### config.mk
export PLATFORM = sky130hd
export DESIGN_NAME = usb_wake_pm_ctrl
export DESIGN_NICKNAME = d
export VERILOG_FILES = /design/src/rtl/usbwk_pkg.sv /design/src/rtl/usbwk_pme_src.sv /design/src/rtl/usbwk_pmu_follow.sv /design/src/rtl/usbwk_csr.sv /design/src/rtl/usb_wake_pm_ctrl.sv
export SDC_FILE = /design/constraint.sdc
export NUM_CORES = 1
export LEC_CHECK = 0
export BUFFER_PORTS_ARGS = -buffer_cell sky130_fd_sc_hd__buf_4
export CORE_MARGIN = 2
export CORE_UTILIZATION = 44
export DETAILED_ROUTE_END_ITERATION = 16
export PLACE_DENSITY = 0.85
export SETUP_SLACK_MARGIN = 0.02
export SLEW_MARGIN = 25
export SYNTH_ARGS = -nofsm -noshare
export SYNTH_HDL_FRONTEND = slang
export SYNTH_SLANG_ARGS = --single-unit
export TNS_END_PERCENT = 20
### constraint.sdc
create_clock -name clk -period 1.6 [get_ports clk]
set_input_delay 0.08 -clock clk [delete_from_list [all_inputs] [get_ports clk]]
set_output_delay 0.08 -clock clk [all_outputs]
set_load 0.02 [all_outputs]
### src/rtl/usbwk_pkg.sv
package usbwk_pkg;

    localparam int NUM_SRC = 2;
    localparam int SRC_HS  = 0;
    localparam int SRC_SS  = 1;
    localparam int DATA_W  = 32;

    typedef logic [1:0] pstate_t;
    localparam pstate_t PS_D0 = 2'd0;
    localparam pstate_t PS_D3 = 2'd3;

    // register offsets inside each group
    localparam int HC_STAT_OFS = 0;
    localparam int HC_CFG_OFS  = 4;
    localparam int IC_CFG_OFS  = 0;
    localparam int IC_STAT_OFS = 4;
    localparam int IC_TOP_OFS  = 12;

    // field positions
    localparam int HC_EN_BIT      = 3;
    localparam int HC_REQ_LSB     = 4;
    localparam int ST_U2_LSB      = 0;
    localparam int ST_U3_LSB      = 3;
    localparam int IC_MSK_LSB     = 2;
    localparam int IC_EN_LSB      = 8;
    localparam int IC_CLR_LSB     = 14;
    localparam int IS_RAW_LSB     = 2;
    localparam int TOP_U2ONLY_BIT = 5;

    localparam logic [DATA_W-1:0] HC_CFG_WMASK = 32'h0000_0038;
    localparam logic [DATA_W-1:0] IC_CFG_WMASK = 32'h0000_C30C;
    localparam logic [DATA_W-1:0] TOP_WMASK    = 32'h0000_0020;

    typedef struct packed {
        logic    pme_en;
        pstate_t req;
    } host_cfg_t;

    typedef struct packed {
        logic msk;
        logic en;
        logic clr;
    } src_cfg_t;

    function automatic host_cfg_t host_cfg_unpack(logic [DATA_W-1:0] w);
        host_cfg_t c;
        c.pme_en = w[HC_EN_BIT];
        c.req    = w[HC_REQ_LSB +: 2];
        return c;
    endfunction

    function automatic logic [DATA_W-1:0] host_cfg_pack(host_cfg_t c);
        logic [DATA_W-1:0] w;
        w = '0;
        w[HC_EN_BIT]       = c.pme_en;
        w[HC_REQ_LSB +: 2] = c.req;
        return w;
    endfunction

    function automatic logic [DATA_W-1:0] host_stat_pack(pstate_t u2, pstate_t u3);
        logic [DATA_W-1:0] w;
        w = '0;
        w[ST_U2_LSB +: 2] = u2;
        w[ST_U3_LSB +: 2] = u3;
        return w;
    endfunction

    function automatic src_cfg_t src_cfg_get(logic [DATA_W-1:0] w, int idx);
        src_cfg_t c;
        c.msk = w[IC_MSK_LSB + idx];
        c.en  = w[IC_EN_LSB + idx];
        c.clr = w[IC_CLR_LSB + idx];
        return c;
    endfunction

    function automatic logic [DATA_W-1:0] src_cfg_put(src_cfg_t c, int idx);
        logic [DATA_W-1:0] w;
        w = '0;
        w[IC_MSK_LSB + idx] = c.msk;
        w[IC_EN_LSB + idx]  = c.en;
        w[IC_CLR_LSB + idx] = c.clr;
        return w;
    endfunction

endpackage

### src/rtl/usbwk_pme_src.sv
module usbwk_pme_src
    import usbwk_pkg::*;
(
    input  logic     clk,
    input  logic     rst,
    input  logic     evt,
    input  src_cfg_t cfg,
    output logic     raw,
    output logic     irq
);

    logic clr_q;
    logic clr_fall;

    assign clr_fall = clr_q & ~cfg.clr;

    always_ff @(posedge clk) begin
        if (rst) begin
            clr_q <= 1'b0;
            raw   <= 1'b0;
        end else begin
            clr_q <= cfg.clr;
            if (evt) begin
                raw <= 1'b1;
            end else if (clr_fall) begin
                raw <= 1'b0;
            end
        end
    end

    assign irq = raw & cfg.en & ~cfg.msk;

endmodule

### src/rtl/usbwk_pmu_follow.sv
module usbwk_pmu_follow
    import usbwk_pkg::*;
#(
    parameter int LAT = 4
) (
    input  logic    clk,
    input  logic    rst,
    input  logic    pme_en,
    input  pstate_t req,
    output pstate_t cur
);

    localparam int CNT_W = (LAT < 2) ? 1 : $clog2(LAT);
    localparam logic [CNT_W-1:0] CNT_LAST = CNT_W'(LAT - 1);

    logic [CNT_W-1:0] cnt;
    pstate_t          req_q;
    pstate_t          cur_q;

    always_ff @(posedge clk) begin
        if (rst) begin
            cnt   <= '0;
            req_q <= PS_D0;
            cur_q <= PS_D0;
        end else begin
            req_q <= req;
            if (!pme_en || (req == cur_q) || (req != req_q)) begin
                cnt <= '0;
            end else if (cnt == CNT_LAST) begin
                cur_q <= req;
                cnt   <= '0;
            end else begin
                cnt <= cnt + 1'b1;
            end
        end
    end

    assign cur = cur_q;

endmodule

### src/rtl/usbwk_csr.sv
module usbwk_csr
    import usbwk_pkg::*;
#(
    parameter int ADDR_W    = 8,
    parameter int HOST_BASE = 'h00,
    parameter int INT_BASE  = 'h10
) (
    input  logic                      clk,
    input  logic                      rst,
    input  logic                      we,
    input  logic [ADDR_W-1:0]         addr,
    input  logic [DATA_W-1:0]         wdata,
    output logic [DATA_W-1:0]         rdata,
    input  logic [NUM_SRC-1:0]        raw,
    input  pstate_t                   u2_state,
    input  pstate_t                   u3_state,
    output host_cfg_t                 hcfg,
    output src_cfg_t [NUM_SRC-1:0]    scfg,
    output logic                      usb2_only
);

    localparam logic [ADDR_W-1:0] A_HC_STAT = ADDR_W'(HOST_BASE + HC_STAT_OFS);
    localparam logic [ADDR_W-1:0] A_HC_CFG  = ADDR_W'(HOST_BASE + HC_CFG_OFS);
    localparam logic [ADDR_W-1:0] A_IC_CFG  = ADDR_W'(INT_BASE + IC_CFG_OFS);
    localparam logic [ADDR_W-1:0] A_IC_STAT = ADDR_W'(INT_BASE + IC_STAT_OFS);
    localparam logic [ADDR_W-1:0] A_IC_TOP  = ADDR_W'(INT_BASE + IC_TOP_OFS);

    host_cfg_t             hcfg_q;
    src_cfg_t [NUM_SRC-1:0] scfg_q;
    logic                  u2only_q;

    always_ff @(posedge clk) begin
        if (rst) begin
            hcfg_q   <= '0;
            scfg_q   <= '0;
            u2only_q <= 1'b0;
        end else if (we) begin
            case (addr)
                A_HC_CFG: hcfg_q <= host_cfg_unpack(wdata);
                A_IC_CFG: begin
                    for (int i = 0; i < NUM_SRC; i++) begin
                        scfg_q[i] <= src_cfg_get(wdata, i);
                    end
                end
                A_IC_TOP: u2only_q <= wdata[TOP_U2ONLY_BIT];
                default: ;
            endcase
        end
    end

    always_comb begin
        rdata = '0;
        case (addr)
            A_HC_STAT: rdata = host_stat_pack(u2_state, u3_state);
            A_HC_CFG:  rdata = host_cfg_pack(hcfg_q);
            A_IC_CFG: begin
                for (int i = 0; i < NUM_SRC; i++) begin
                    rdata = rdata | src_cfg_put(scfg_q[i], i);
                end
            end
            A_IC_STAT: rdata[IS_RAW_LSB +: NUM_SRC] = raw;
            A_IC_TOP:  rdata[TOP_U2ONLY_BIT] = u2only_q;
            default:   rdata = '0;
        endcase
    end

    assign hcfg      = hcfg_q;
    assign scfg      = scfg_q;
    assign usb2_only = u2only_q;

endmodule

### src/rtl/usb_wake_pm_ctrl.sv
module usb_wake_pm_ctrl
    import usbwk_pkg::*;
#(
    parameter int ADDR_W    = 8,
    parameter int HOST_BASE = 'h00,
    parameter int INT_BASE  = 'h10,
    parameter int U2_LAT    = 4,
    parameter int U3_LAT    = 8
) (
    input  logic              clk,
    input  logic              rst,
    input  logic              csr_we,
    input  logic [ADDR_W-1:0] csr_addr,
    input  logic [31:0]       csr_wdata,
    output logic [31:0]       csr_rdata,
    input  logic              hs_pme_evt,
    input  logic              ss_pme_evt,
    output logic              hs_pme_irq,
    output logic              ss_pme_irq,
    output logic              usb2_only
);

    localparam int NUM_PMU = 2;

    logic [NUM_SRC-1:0]     evt_w;
    logic [NUM_SRC-1:0]     raw_w;
    logic [NUM_SRC-1:0]     irq_w;
    host_cfg_t              hcfg_w;
    src_cfg_t [NUM_SRC-1:0] scfg_w;
    pstate_t [NUM_PMU-1:0]  pmu_w;
    pstate_t                u2_w;
    pstate_t                u3_w;

    assign evt_w[SRC_HS] = hs_pme_evt;
    assign evt_w[SRC_SS] = ss_pme_evt;
    assign hs_pme_irq    = irq_w[SRC_HS];
    assign ss_pme_irq    = irq_w[SRC_SS];
    assign u2_w          = pmu_w[0];
    assign u3_w          = pmu_w[1];

    usbwk_csr #(
        .ADDR_W   (ADDR_W),
        .HOST_BASE(HOST_BASE),
        .INT_BASE (INT_BASE)
    ) csr_i (
        .clk      (clk),
        .rst      (rst),
        .we       (csr_we),
        .addr     (csr_addr),
        .wdata    (csr_wdata),
        .rdata    (csr_rdata),
        .raw      (raw_w),
        .u2_state (u2_w),
        .u3_state (u3_w),
        .hcfg     (hcfg_w),
        .scfg     (scfg_w),
        .usb2_only(usb2_only)
    );

    for (genvar s = 0; s < NUM_SRC; s++) begin : g_src
        usbwk_pme_src src_i (
            .clk(clk),
            .rst(rst),
            .evt(evt_w[s]),
            .cfg(scfg_w[s]),
            .raw(raw_w[s]),
            .irq(irq_w[s])
        );
    end

    for (genvar k = 0; k < NUM_PMU; k++) begin : g_pmu
        localparam int LAT_K = (k == 0) ? U2_LAT : U3_LAT;
        usbwk_pmu_follow #(.LAT(LAT_K)) pmu_i (
            .clk   (clk),
            .rst   (rst),
            .pme_en(hcfg_w.pme_en),
            .req   (hcfg_w.req),
            .cur   (pmu_w[k])
        );
    end

endmodule

# --- After elaboration in Yosys (flattened, before gate mapping) ---
# Cells that the tools add are included.
totals:
  reg_bits: 25
  input_bits: 45
  word_cells: 66
op_classes:
  add_sub_neg: 2
  eq_ne: 9
  n_mux: 9
  n_bitwise: 13
  reduce_logical: 15
ops:
  columns: ["op", "n"]
  rows:
  - ["$mux 26", 1]
  - ["$eq 8x5->1 const B", 3]
  - ["$or 15x16->16", 1]
  - ["$reduce_and 2->1", 5]
  - ["$eq 8x3->1 const B", 1]
  - ["$logic_not 8->1", 1]
  - ["$pmux 2 s4", 1]
  - ["$and 1x1->1", 6]
  - ["$not 1->1", 6]
  - ["$pmux 1 s3", 2]
  - ["$reduce_or 3->1", 2]
  - ["$eq 2x2->1", 2]
  - ["$logic_or 1x1->1", 4]
  - ["$mux 1", 4]
  - ["$pmux 2 s2", 1]
  - ["$reduce_bool 2->1", 2]
  - ["$add 3x1->3 const B", 1]
  - ["$eq 3x3->1 const B", 1]
  - ["$add 2x1->2 const B", 1]
  - ["$eq 2x2->1 const B", 1]
  - ["$ne 2x2->1", 1]
  - ["$logic_not 1->1", 1]

# --- Logic depth before layout (Yosys ltp) ---
# Gate-level depths: netlist of the first run.
depth:
  depth_word: 5
  depth_mapped: 5
  mapped_depth_nobuf: 4

# --- Cells and area by module ---
# A second synthesis of the first run with hierarchy kept.
hier_totals:
  hier_cells: 154
  hier_area_um2: 1597.8
modules_own_cells:
  columns: ["mod", "n_inst", "cells_per_inst", "area_each_um2"]
  rows:
  - ["usbwk_csr", 1, 89, 824.5]
  - ["usbwk_pmu_follow (g_pmu[1].pmu_i)", 1, 26, 329.1]
  - ["usbwk_pmu_follow (g_pmu[0].pmu_i)", 1, 23, 284.0]
  - ["usbwk_pme_src", 2, 8, 80.1]

# --- Worst setup path before layout of the first run ---
# OpenSTA, ideal clock, no wires.
synth_path:
  path_type: "input to register"
  from: "in csr_addr[2]"
  to: "reg csr_i.scfg_q (netlist bit csr_i.scfg[0])"
  setup_time_ns: 0.121
  t_arrival_ns: 1.123
  slack_ns: 0.355
  cell_stages: 5
  n_path_buf: 2
  cell_sequence: "buf_6 nor4_4 and3_1 buf_6 mux2_4"
synth_between:
  elab_chain_cells: 2
synth_lines:
  columns: ["item", "line", "text"]
  rows:
  - ["from (decl)", "usb_wake_pm_ctrl.sv:13", "input logic [ADDR_W-1:0] csr_addr,"]
  - ["$eq 8x5->1", "usbwk_csr.sv:38", "case (addr)"]
  - ["$reduce_and 2->1 (no source line)", null, null]
  - ["to (signal, indexed assignment)", "usbwk_csr.sv:42", "scfg_q[i] <= src_cfg_get(wdata, i);"]
  - ["to (decl)", "usbwk_csr.sv:29", "src_cfg_t [NUM_SRC-1:0] scfg_q;"]
# Every way passes these cells.
# A chain may end at the register's enable or synchronous reset.

# --- Worst setup path after layout of the first run ---
layout_path:
  from: "reg g_src[1].src_i.raw"
  to: "out csr_rdata[3]"
layout_between:
  elab_chain_cells: 1
layout_lines:
  columns: ["item", "line", "text"]
  rows:
  - ["from (decl)", "usbwk_pme_src.sv:8", "output logic raw,"]
  - ["from (signal assigned)", "usbwk_pme_src.sv:20", "raw <= 1'b0;"]
  - ["from (signal assigned)", "usbwk_pme_src.sv:24", "raw <= 1'b1;"]
  - ["from (signal assigned)", "usbwk_pme_src.sv:26", "raw <= 1'b0;"]
  - ["$pmux 2 s4", "usbwk_csr.sv:53", "case (addr)"]
  - ["to (decl)", "usb_wake_pm_ctrl.sv:15", "output logic [31:0] csr_rdata,"]
# Every way passes these cells.

==> results.yml, run 1 <==
status:
  outcome: "completed"
global_routing:
  grt_pass1_vias: 964
  grt_first_pass_wirelength_mm: 4.06
  track_usage: 0.149
  gr-total-overflow: 0
  grt_antenna_before_repair: 0
  grt_max_degree: 25
pwr:
  fin_total_pwr_mw: 1.05
  power_leakage_nw: 0.815
  p_seq_frac: 0.600
  pwr-share-comb: 0.138
  internal-power_mw: 0.779
  clkPwrFrac: 0.263
  p_per_area_nw_per_um2: 613
  peakVddDrop_uv: 425
  power_switching_mw: 0.271
  power_switching_share: 0.258
routing:
  wl_per_cell_um: 11.6
  drtAntennaViolNets: 0
  postRouteWirelength_mm: 2.66
  vias_per_cell: 4.63
  drt_pass1_iterations: 4
  first_iter_violations: 26
  drcViolationCount: 0
  via_count: 1061
synth:
  synth_most_common_cell: "dfxtp_1"
  synth-main-ff-cell: "dfxtp_1"
  ys_async_sr_fraction: 0
  ys_ff_latch: 25
  syn_area_um2: 1430
  syn_inst: 145
  synth-edff-count: 0
  ys_types: 32
  ys_top_cells_by_area: "dfxtp_1 (35%), buf_4 (12%), mux2i_1 (9.8%), nand2b_1 (8.7%), and3_2 (3.1%)"
  syn_area_per_cell_um2: 9.86
  synth-seq-area-share: 0.350
  yosys-top-cells-count: "dfxtp_1 (25), buf_4 (22), nand2b_1 (20)"
  yosysTopAreaCell: "dfxtp_1"
  ys_warn_count: 0
  synth_top_cell_area_share: 0.350
setup_path:
  rr_worst_depth: 3
  crit_arrival_ns: 1.44
  crit_family: "multiplexers"
  timing.reg2reg.setup_slack_ns: 0.30
  cp-end-kind: "output port"
  crit_type: "register to output port"
  critical-path-max-stage-delay_ns: 0.46
  startpoint_type: "register"
  crit_path_cell_trace: "mux4_2 -> and3_1 -> buf_4"
  timing.rr.start: "csr_i.hcfg[1]"
  crit_buf_inv: 1
  timing.rr.end: "g_pmu[1].pmu_i.cnt[2]"
  cp_data_required_time_ns: 1.52
  crit_fanout: 3
  cp_slowest_cell: "mux4_2"
layout:
  areaGrowthSynthToFinish_pct: 19.8
  layout.nets: 234
  stdcell_area_um2: 1710
  drive_gt1_frac: 0.324
  n_antenna_cell: 0
clock_tree:
  cts-root-buf: "clkbuf_4"
  cts_sinks: 25
  htree_levels: 1
  clk_path_buf_depth: 2
  numCtsBuffers: 3
  cts_tree: "done"
  clkSlewWorstSetupHoldPaths_ns: 0.14
  clock_latency_ns: 0.32
timing:
  final_max_slew_viol_count: 0
  max_freq_ghz: 0.658
  finalSetupViolCount: 0
  fin_crit_sh: 0.950
  rsz0062_at_grt: "no"
  hold_viol_final: 0
  skew_ns: 0.0111
  tns_ns: 0
  min_period_ns: 1.52
die:
  die_x_um: 61.0
  dieArea_um2: 3720
  die_h_um: 61.0
  start_util: 0.465
  ioPinCount: 80
  rows: 20
  core_um2: 3080
worst_hold_path:
  min_path_type: "primary input to register"
  holdPathStages: 3
  hold_path.startpoint: "csr_wdata[9]"
  holdPathEnd: "csr_i.scfg[4]"
placed_design:
  io_buffers: 33
  gp_congestion: 0.859
  dpl_cell_area_um2: 1650
  dp_hpwl_mm: 2.03
flow_run:
  cap_violations: 0
==> worst min-delay path, cell delays in order <==
cell	delay [ns]
buf_4	0.11
nand2b_1	0.05
mux2i_1	0.06
==> stage by stage <==
stage | instances | worst slack [ns] | util | hold slack (ns)
final | 229 | 0.0795 | 0.557 | 0.00687
after global routing | 229 | 0.0218 | 0.557 | 0.00600
after CTS | 227 | 0.0297 | 0.551 | 0.0000266
after detailed placement | 221 | 0.237 | 0.536 | 0.298
after global placement | 221 | 0.268 | 0.536 | 0.286
after floorplan | 166 | 0.355 | - | 0.163
==> flip-flops by register name, summed over array words and instances (netlist names) <==
signal / flops
csr_i.hcfg: 3
csr_i.scfg: 6
csr_i.usb2_only: 1
g_pmu.pmu_i.cnt: 5
g_pmu.pmu_i.cur: 4
g_pmu.pmu_i.req_q: 2
g_src.src_i.clr_q: 2
g_src.src_i.raw: 2
==> worst max path at each step <==
stage	start	endpoint	slack (ns)	cells after the start
finish	g_src[1].src_i.raw	csr_rdata[3]	0.08	3
CTS	csr_i.hcfg[2]	csr_rdata[3]	0.03	3
global route	g_src[1].src_i.raw	csr_rdata[3]	0.02	3
detailed placement	csr_addr[5]	csr_i.scfg[3]	0.24	4
floorplan	csr_addr[2]	csr_i.scfg[0]	0.36	5
global placement	csr_addr[5]	csr_i.scfg[0]	0.27	4
==> cell families after synthesis <==
logic type,after synthesis,synth area share
AO/OA/AOI/OAI,2,0.00700
buffers and inverters,29,0.145
AND/OR/NAND/NOR,62,0.295
multiplexers,17,0.137
adder cells (fa/ha/maj),3,0.0262
XOR/XNOR,6,0.0367
flip-flops,25,0.350
other,1,0.00262
==> routing by layer <==
layer  global-route usage  up-vias  share of wire
li1                     -      533              -
met1                0.190      482           0.45
met2                0.253       44           0.48
met3               0.0126        2          0.060
met4               0.0745        0          0.010
met5                    0        -              0
==> repair_timing <==
item                                   4_1_cts  5_1_grt
setup endpoints to repair                    0        1
hold buffers                                 2        0
endpoints found under the hold margin        2        0
buffers inserted                             0        2
gates resized for setup                      0        5
==> layout make-up <==
type                    count  area [um2]
well taps                  44        55.1
clock inverters             1        5.00
fillers                   280        1370
multi-input cells         112         797
clock buffers               3        22.5
flip-flops and latches     25         505
repair buffers             42         320
inverters                   2        7.51
==> power by group through the flow <==
stage          Combinational (mW)  Clock (mW)  Sequential [mW]
4_1_cts                     0.144       0.285            0.630
3_3_place_gp                0.138           0            0.643
5_1_grt                     0.158       0.316            0.631
6_report                    0.144       0.276            0.630
2_1_floorplan               0.124           0            0.642
3_5_place_dp                0.140           0            0.643
==> placed cells by master (no fill, tap or decap), drive strengths merged, types with 3 or more instances in the layout <==
cell	Yosys	final
ha	3	3
nor2b	4	4
clkbuf	2	3
and3	8	8
xor2	4	4
buf	25	40
nor4b	4	4
nor4	4	4
nand2b	20	20
dfxtp	25	25
nor2	7	7
mux2i	14	14
conb	1	22
nand2	4	4
(Power assumes the default switching activity.)
==> run 2, diff against run 1 <==
--- a/config.mk
+++ b/config.mk
@@ -7,9 +7,10 @@
 export LEC_CHECK = 0
 export BUFFER_PORTS_ARGS = -buffer_cell sky130_fd_sc_hd__buf_4
 export CORE_MARGIN = 2
-export CORE_UTILIZATION = 44
+export CORE_UTILIZATION = 40
 export DETAILED_ROUTE_END_ITERATION = 16
-export PLACE_DENSITY = 0.85
+export GPL_TIMING_DRIVEN = 0
+export PLACE_DENSITY = 0.81
 export SETUP_SLACK_MARGIN = 0.02
 export SLEW_MARGIN = 25
 export SYNTH_ARGS = -nofsm -noshare
==> constraint.sdc (replaced) <==
create_clock -name clk -period 1.25 [get_ports clk]
set_input_delay 0.0625 -clock clk [delete_from_list [all_inputs] [get_ports clk]]
set_output_delay 0.0625 -clock clk [all_outputs]
set_load 0.02 [all_outputs]
==> run 2 against run 1 <==
  * The flow now finishes with violations (setup timing)
  * Highest routed layer unchanged
  * Core utilization is 5.7 points higher
  * Die area is 9.3% higher
  * Worst setup slack worse by 0.31 ns
  * Combinational power is 80% higher
  * Non-clock buffer count is 34 higher
  * Clock-buffer cell count stayed put
  * Hold slack better by 0.011 ns
  * Register-to-register slack worse by 0.27 ns
  * Largest cell class unchanged
  * Final area is 21% higher
  * Wire length is 16% higher
  * Clock skew is 0.0055 ns higher
  * Cell count is 16% higher
==> results.yml, run 2 (synthesis results as in run 1) <==
clock_tree:
  clkSlewWorstSetupHoldPaths_ns: 0.14
  cts-root-buf: "clkbuf_4"
  cts_tree: "done"
  numCtsBuffers: 3
  clock_latency_ns: 0.32
  cts_sinks: 25
  clk_path_buf_depth: 2
  htree_levels: 1
timing:
  rsz0062_at_grt: "yes"
  fin_crit_sh: 1.19
  max_freq_ghz: 0.674
  hold_viol_final: 0
  finalSetupViolCount: 1
  skew_ns: 0.0166
  final_max_slew_viol_count: 0
  worstMarginPinSlew_ns: 0.505
  min_period_ns: 1.48
  slew_headroom: 0.661
  worst_slack_ns: -0.234
layout:
  fill_cells: 311
  n_antenna_cell: 0
  final_cells: 265
  layout.nets: 268
  areaGrowthSynthToFinish_pct: 45.3
  layout_common_cells: "buf_4 (62), conb_1 (22), nand2b_1 (19)"
  layout_commonest_cell: "buf_4"
  largest_register_ffs: 6
  drive_gt1_frac: 0.466
  final_core_util: 0.613
  stdcell_area_um2: 2080
global_routing:
  track_usage: 0.153
  grt_antenna_before_repair: 0
  gr-total-overflow: 0
  grt_pass1_vias: 1076
  grt_max_degree: 15
  grt_first_pass_wirelength_mm: 4.86
pwr:
  clkPwrFrac: 0.254
  fin_total_pwr_mw: 1.42
  power_switching_mw: 0.368
  power_leakage_nw: 0.992
  p_seq_frac: 0.564
  internal-power_mw: 1.05
  peakVddDrop_uv: 449
  p_per_area_nw_per_um2: 683
  pwr-share-comb: 0.182
  power_switching_share: 0.259
routing:
  drt_pass1_iterations: 4
  first_iter_violations: 56
  via_count: 1170
  wl_per_cell_um: 11.6
  drcViolationCount: 0
  postRouteWirelength_mm: 3.09
  drtAntennaViolNets: 0
  vias_per_cell: 4.42
placed_design:
  dpl_cell_area_um2: 1810
  io_buffers: 32
  place_inst: 244
  dp_slack_ns: -0.187
  gp_congestion: 0.798
  dp_hpwl_mm: 2.20
die:
  start_util: 0.422
  dieArea_um2: 4070
  core_um2: 3390
  ioPinCount: 80
  rows: 21
  die_h_um: 63.8
  die_x_um: 63.8
worst_hold_path:
  holdPathStages: 3
  min_path_type: "primary input to register"
setup_path:
  cp_data_required_time_ns: 1.19
  cp-end-kind: "output port"
  crit_fanout: 2
  rr_worst_depth: 4
  startpoint_type: "register"
  crit_arrival_ns: 1.42
  crit_type: "register to output port"
flow_run:
  cap_violations: 0
status:
  outcome: "finished, violations left"
  failed_checks: "setup timing"
## run 2: layout make-up
type                       instances  area (um2)  area share
multi-input combinational        112         875       0.421
tap                               46        57.6      0.0277
inverter                           2        7.51     0.00361
timing repair buffer              49         393       0.189
sequential                        25         518       0.249
buffer                            27         200      0.0963
clock buffer                       3        22.5      0.0108
clock inverter                     1        5.00     0.00241
## run 2: per-stage QoR
stage	hold WS [ns]	setup TNS, ns
detailed placement	0.281	-0.559
floorplan	0.145	0
CTS	0.0191	-0.234
finish	0.0184	-0.234
global placement	0.275	-0.505
global route	0.0118	-0.379
## run 2: power by group through the flow
stage / clock [mW] / sequential (mW) / combinational, mW
floorplan: 0 / 0.822 / 0.159
global placement: 0 / 0.823 / 0.230
detailed placement: 0 / 0.823 / 0.231
CTS: 0.368 / 0.805 / 0.253
global route: 0.410 / 0.802 / 0.276
finish: 0.360 / 0.801 / 0.259
## run 2: worst max-delay path, stage by stage, from the launching register on
cell,delay [ns]
dfxtp_2,0.35
mux4_2,0.46
and3_4,0.16
buf_6,0.12
## run 2: what timing repair did
item | 4_1_cts | 5_1_grt
pin swaps | 0 | 5
gates resized for setup | 10 | 17
endpoints found under the hold margin | 8 | 0
hold buffers | 7 | 0
endpoints found under the setup margin | 4 | 11
setup buffers | 4 | 7
## run 2: per-layer routing
layer,vias up,routed length [um],global-route usage
li1,605,-,-
met1,519,1360,0.196
met2,42,1480,0.249
met3,4,191,0.0211
met4,0,51,0.0815
met5,-,0,0
## run 2: worst paths after layout
kind | to | slack (ns) | from
max | csr_rdata[3] | -0.23 | csr_i.scfg[5]
min | csr_i.hcfg[2] | 0.02 | csr_wdata[3]
max reg2reg | g_pmu[1].pmu_i.cur[0] | 0.03 | g_pmu[1].pmu_i.cnt[0]
min reg2reg | g_pmu[1].pmu_i.cnt[0] | 0.43 | g_pmu[1].pmu_i.cnt[0]
==> run 3, diff against run 2 <==
--- a/config.mk
+++ b/config.mk
@@ -12,7 +12,7 @@
 export GPL_TIMING_DRIVEN = 0
 export PLACE_DENSITY = 0.81
 export SETUP_SLACK_MARGIN = 0.02
-export SLEW_MARGIN = 25
+export SLEW_MARGIN = 20
 export SYNTH_ARGS = -nofsm -noshare
 export SYNTH_HDL_FRONTEND = slang
 export SYNTH_SLANG_ARGS = --single-unit
==> constraint.sdc (replaced) <==
create_clock -name clk -period 1.25 [get_ports clk]
set_input_delay 0.0625 -clock clk [delete_from_list [all_inputs] [get_ports clk]]
set_output_delay 0.0625 -clock clk [all_outputs]
set_load 0.1 [all_outputs]
==> run 3 against run 2 <==
  * The run still ends with setup timing left
  * Highest routed layer unchanged
  * Core utilization rose by 0.81 points
  * Register-to-register slack got worse by 0.02 ns
  * Clock-buffer cell count did not move
==> results.yml, run 3 (synthesis results as in run 1) <==
global_routing:
  grt_first_pass_wirelength_mm: 4.61
  gr-total-overflow: 0
  grt_antenna_before_repair: 0
  grt_pass1_vias: 1028
  grt_max_degree: 15
  track_usage: 0.143
timing:
  fin_crit_sh: 1.22
  skew_ns: 0.00284
  rsz0062_at_grt: "yes"
  final_max_slew_viol_count: 0
  finalSetupViolCount: 1
  hold_viol_final: 0
  min_period_ns: 1.52
  max_freq_ghz: 0.657
  worst_slack_ns: -0.271
layout:
  n_antenna_cell: 0
  areaGrowthSynthToFinish_pct: 47.2
  largest_register_ffs: 6
  layout_common_cells: "buf_4 (48), conb_1 (22), nand2b_1 (20)"
  layout_commonest_cell: "buf_4"
  layout.nets: 263
  drive_gt1_frac: 0.463
  stdcell_area_um2: 2110
  final_core_util: 0.621
pwr:
  p_seq_frac: 0.489
  power_switching_mw: 0.588
  power_switching_share: 0.359
  power_leakage_nw: 0.986
  peakVddDrop_uv: 498
  p_per_area_nw_per_um2: 779
  internal-power_mw: 1.05
  clkPwrFrac: 0.212
  pwr-share-comb: 0.299
placed_design:
  gp_congestion: 0.821
  dpl_cell_area_um2: 1820
  io_buffers: 32
  dp_hpwl_mm: 2.11
routing:
  wl_per_cell_um: 11.3
  first_iter_violations: 15
  postRouteWirelength_mm: 2.93
  drcViolationCount: 0
  drtAntennaViolNets: 0
  via_count: 1139
  drt_pass1_iterations: 4
  vias_per_cell: 4.38
clock_tree:
  numCtsBuffers: 3
  cts_tree: "done"
  clkSlewWorstSetupHoldPaths_ns: 0.13
  htree_levels: 1
  clk_path_buf_depth: 2
  clock_latency_ns: 0.32
  cts_sinks: 25
  cts-root-buf: "clkbuf_4"
setup_path:
  timing.rr.start: "g_pmu[1].pmu_i.cnt[0]"
  startpoint: "g_src[1].src_i.raw"
  crit_end: "csr_rdata[3]"
  crit_fanout: 2
  rr_worst_depth: 4
  crit_arrival_ns: 1.46
  crit_type: "register to output port"
  timing.reg2reg.setup_slack_ns: 0.01
  startpoint_type: "register"
  timing.rr.end: "g_pmu[1].pmu_i.cur[1]"
  cp_data_required_time_ns: 1.19
  cp-end-kind: "output port"
die:
  core_um2: 3390
  ioPinCount: 80
  rows: 21
  die_x_um: 63.8
  die_h_um: 63.8
  start_util: 0.422
  dieArea_um2: 4070
status:
  outcome: "finished, violations left"
  failed_checks: "setup timing"
flow_run:
  cap_violations: 0
worst_hold_path:
  min_path_type: "primary input to register"
==> run 3: changes by cell type in the layout (fill, tap and decap cells not counted), moves of 2 or more <==
| cell | delta |
|---|---|
| buf_4 | -14 |
| xnor2_2 | +2 |
| buf_12 | +5 |
| buf_6 | +3 |
| nor2_2 | +2 |
| nor2_1 | -2 |
| xnor2_4 | -2 |
| buf_8 | +2 |
==> run 3: stage by stage <==
step	hold slack [ns]	worst slack, ns	std cells	TNS (ns)	total power, mW
6_report	0.0119	-0.271	260	-0.271	1.64
5_1_grt	0.0425	-0.310	260	-0.721	1.71
4_1_cts	0.00238	-0.279	258	-0.279	1.65
3_5_place_dp	0.275	-0.197	244	-0.713	1.28
3_3_place_gp	0.272	-0.192	244	-0.539	1.28
2_1_floorplan	0.145	-0.386	166	-0.792	1.21
==> run 3: what timing repair did <==
action                                  in CTS  in global routing
pin swaps                                    1                  5
buffers inserted                             4                  2
hold endpoints to repair                     7                  0
hold buffers                                 6                  0
endpoints found under the setup margin      14                 23
resized for setup                           27                 17
==> run 3: cell type report <==
type | instances | area, um2
Timing Repair Buffer | 44 | 442
Inverter | 2 | 7.51
Buffer | 27 | 200
Tap cell | 46 | 57.6
Clock inverter | 1 | 5.00
Sequential cell | 25 | 518
Clock buffer | 3 | 22.5
Fill cell | 270 | 1280
Multi-Input combinational cell | 112 | 853
==> run 3: worst max-delay path, stage by stage (launching register included) <==
cell and delay (ns):
dfxtp_2 0.34, mux4_2 0.47, and3_4 0.17, buf_12 0.16
==> run 3: power groups by stage <==
stage / combinational [mW] / clock [mW] / sequential, mW
finish: 0.490 / 0.348 / 0.801
global route: 0.510 / 0.393 / 0.803
CTS: 0.480 / 0.364 / 0.803
detailed placement: 0.461 / 0 / 0.823
global placement: 0.460 / 0 / 0.823
floorplan: 0.390 / 0 / 0.822
==> run 3: how the worst min path moves through the flow <==
stage / from / endpoint / depth (start not counted)
6_report: csr_wdata[8] / csr_i.scfg[1] / 3
5_1_grt: csr_wdata[5] / csr_i.usb2_only / 3
4_1_cts: csr_wdata[8] / csr_i.scfg[1] / 3
3_5_place_dp: hs_pme_evt / g_src[0].src_i.raw / 3
3_3_place_gp: hs_pme_evt / g_src[0].src_i.raw / 3
2_1_floorplan: rst / g_src[0].src_i.clr_q / 1
==> run 3: metal layers <==
metal  global-route usage  share of wire
met2                0.233           0.48
met1                0.187           0.44
met5                    0              0
met3               0.0176          0.058
met4               0.0652          0.016
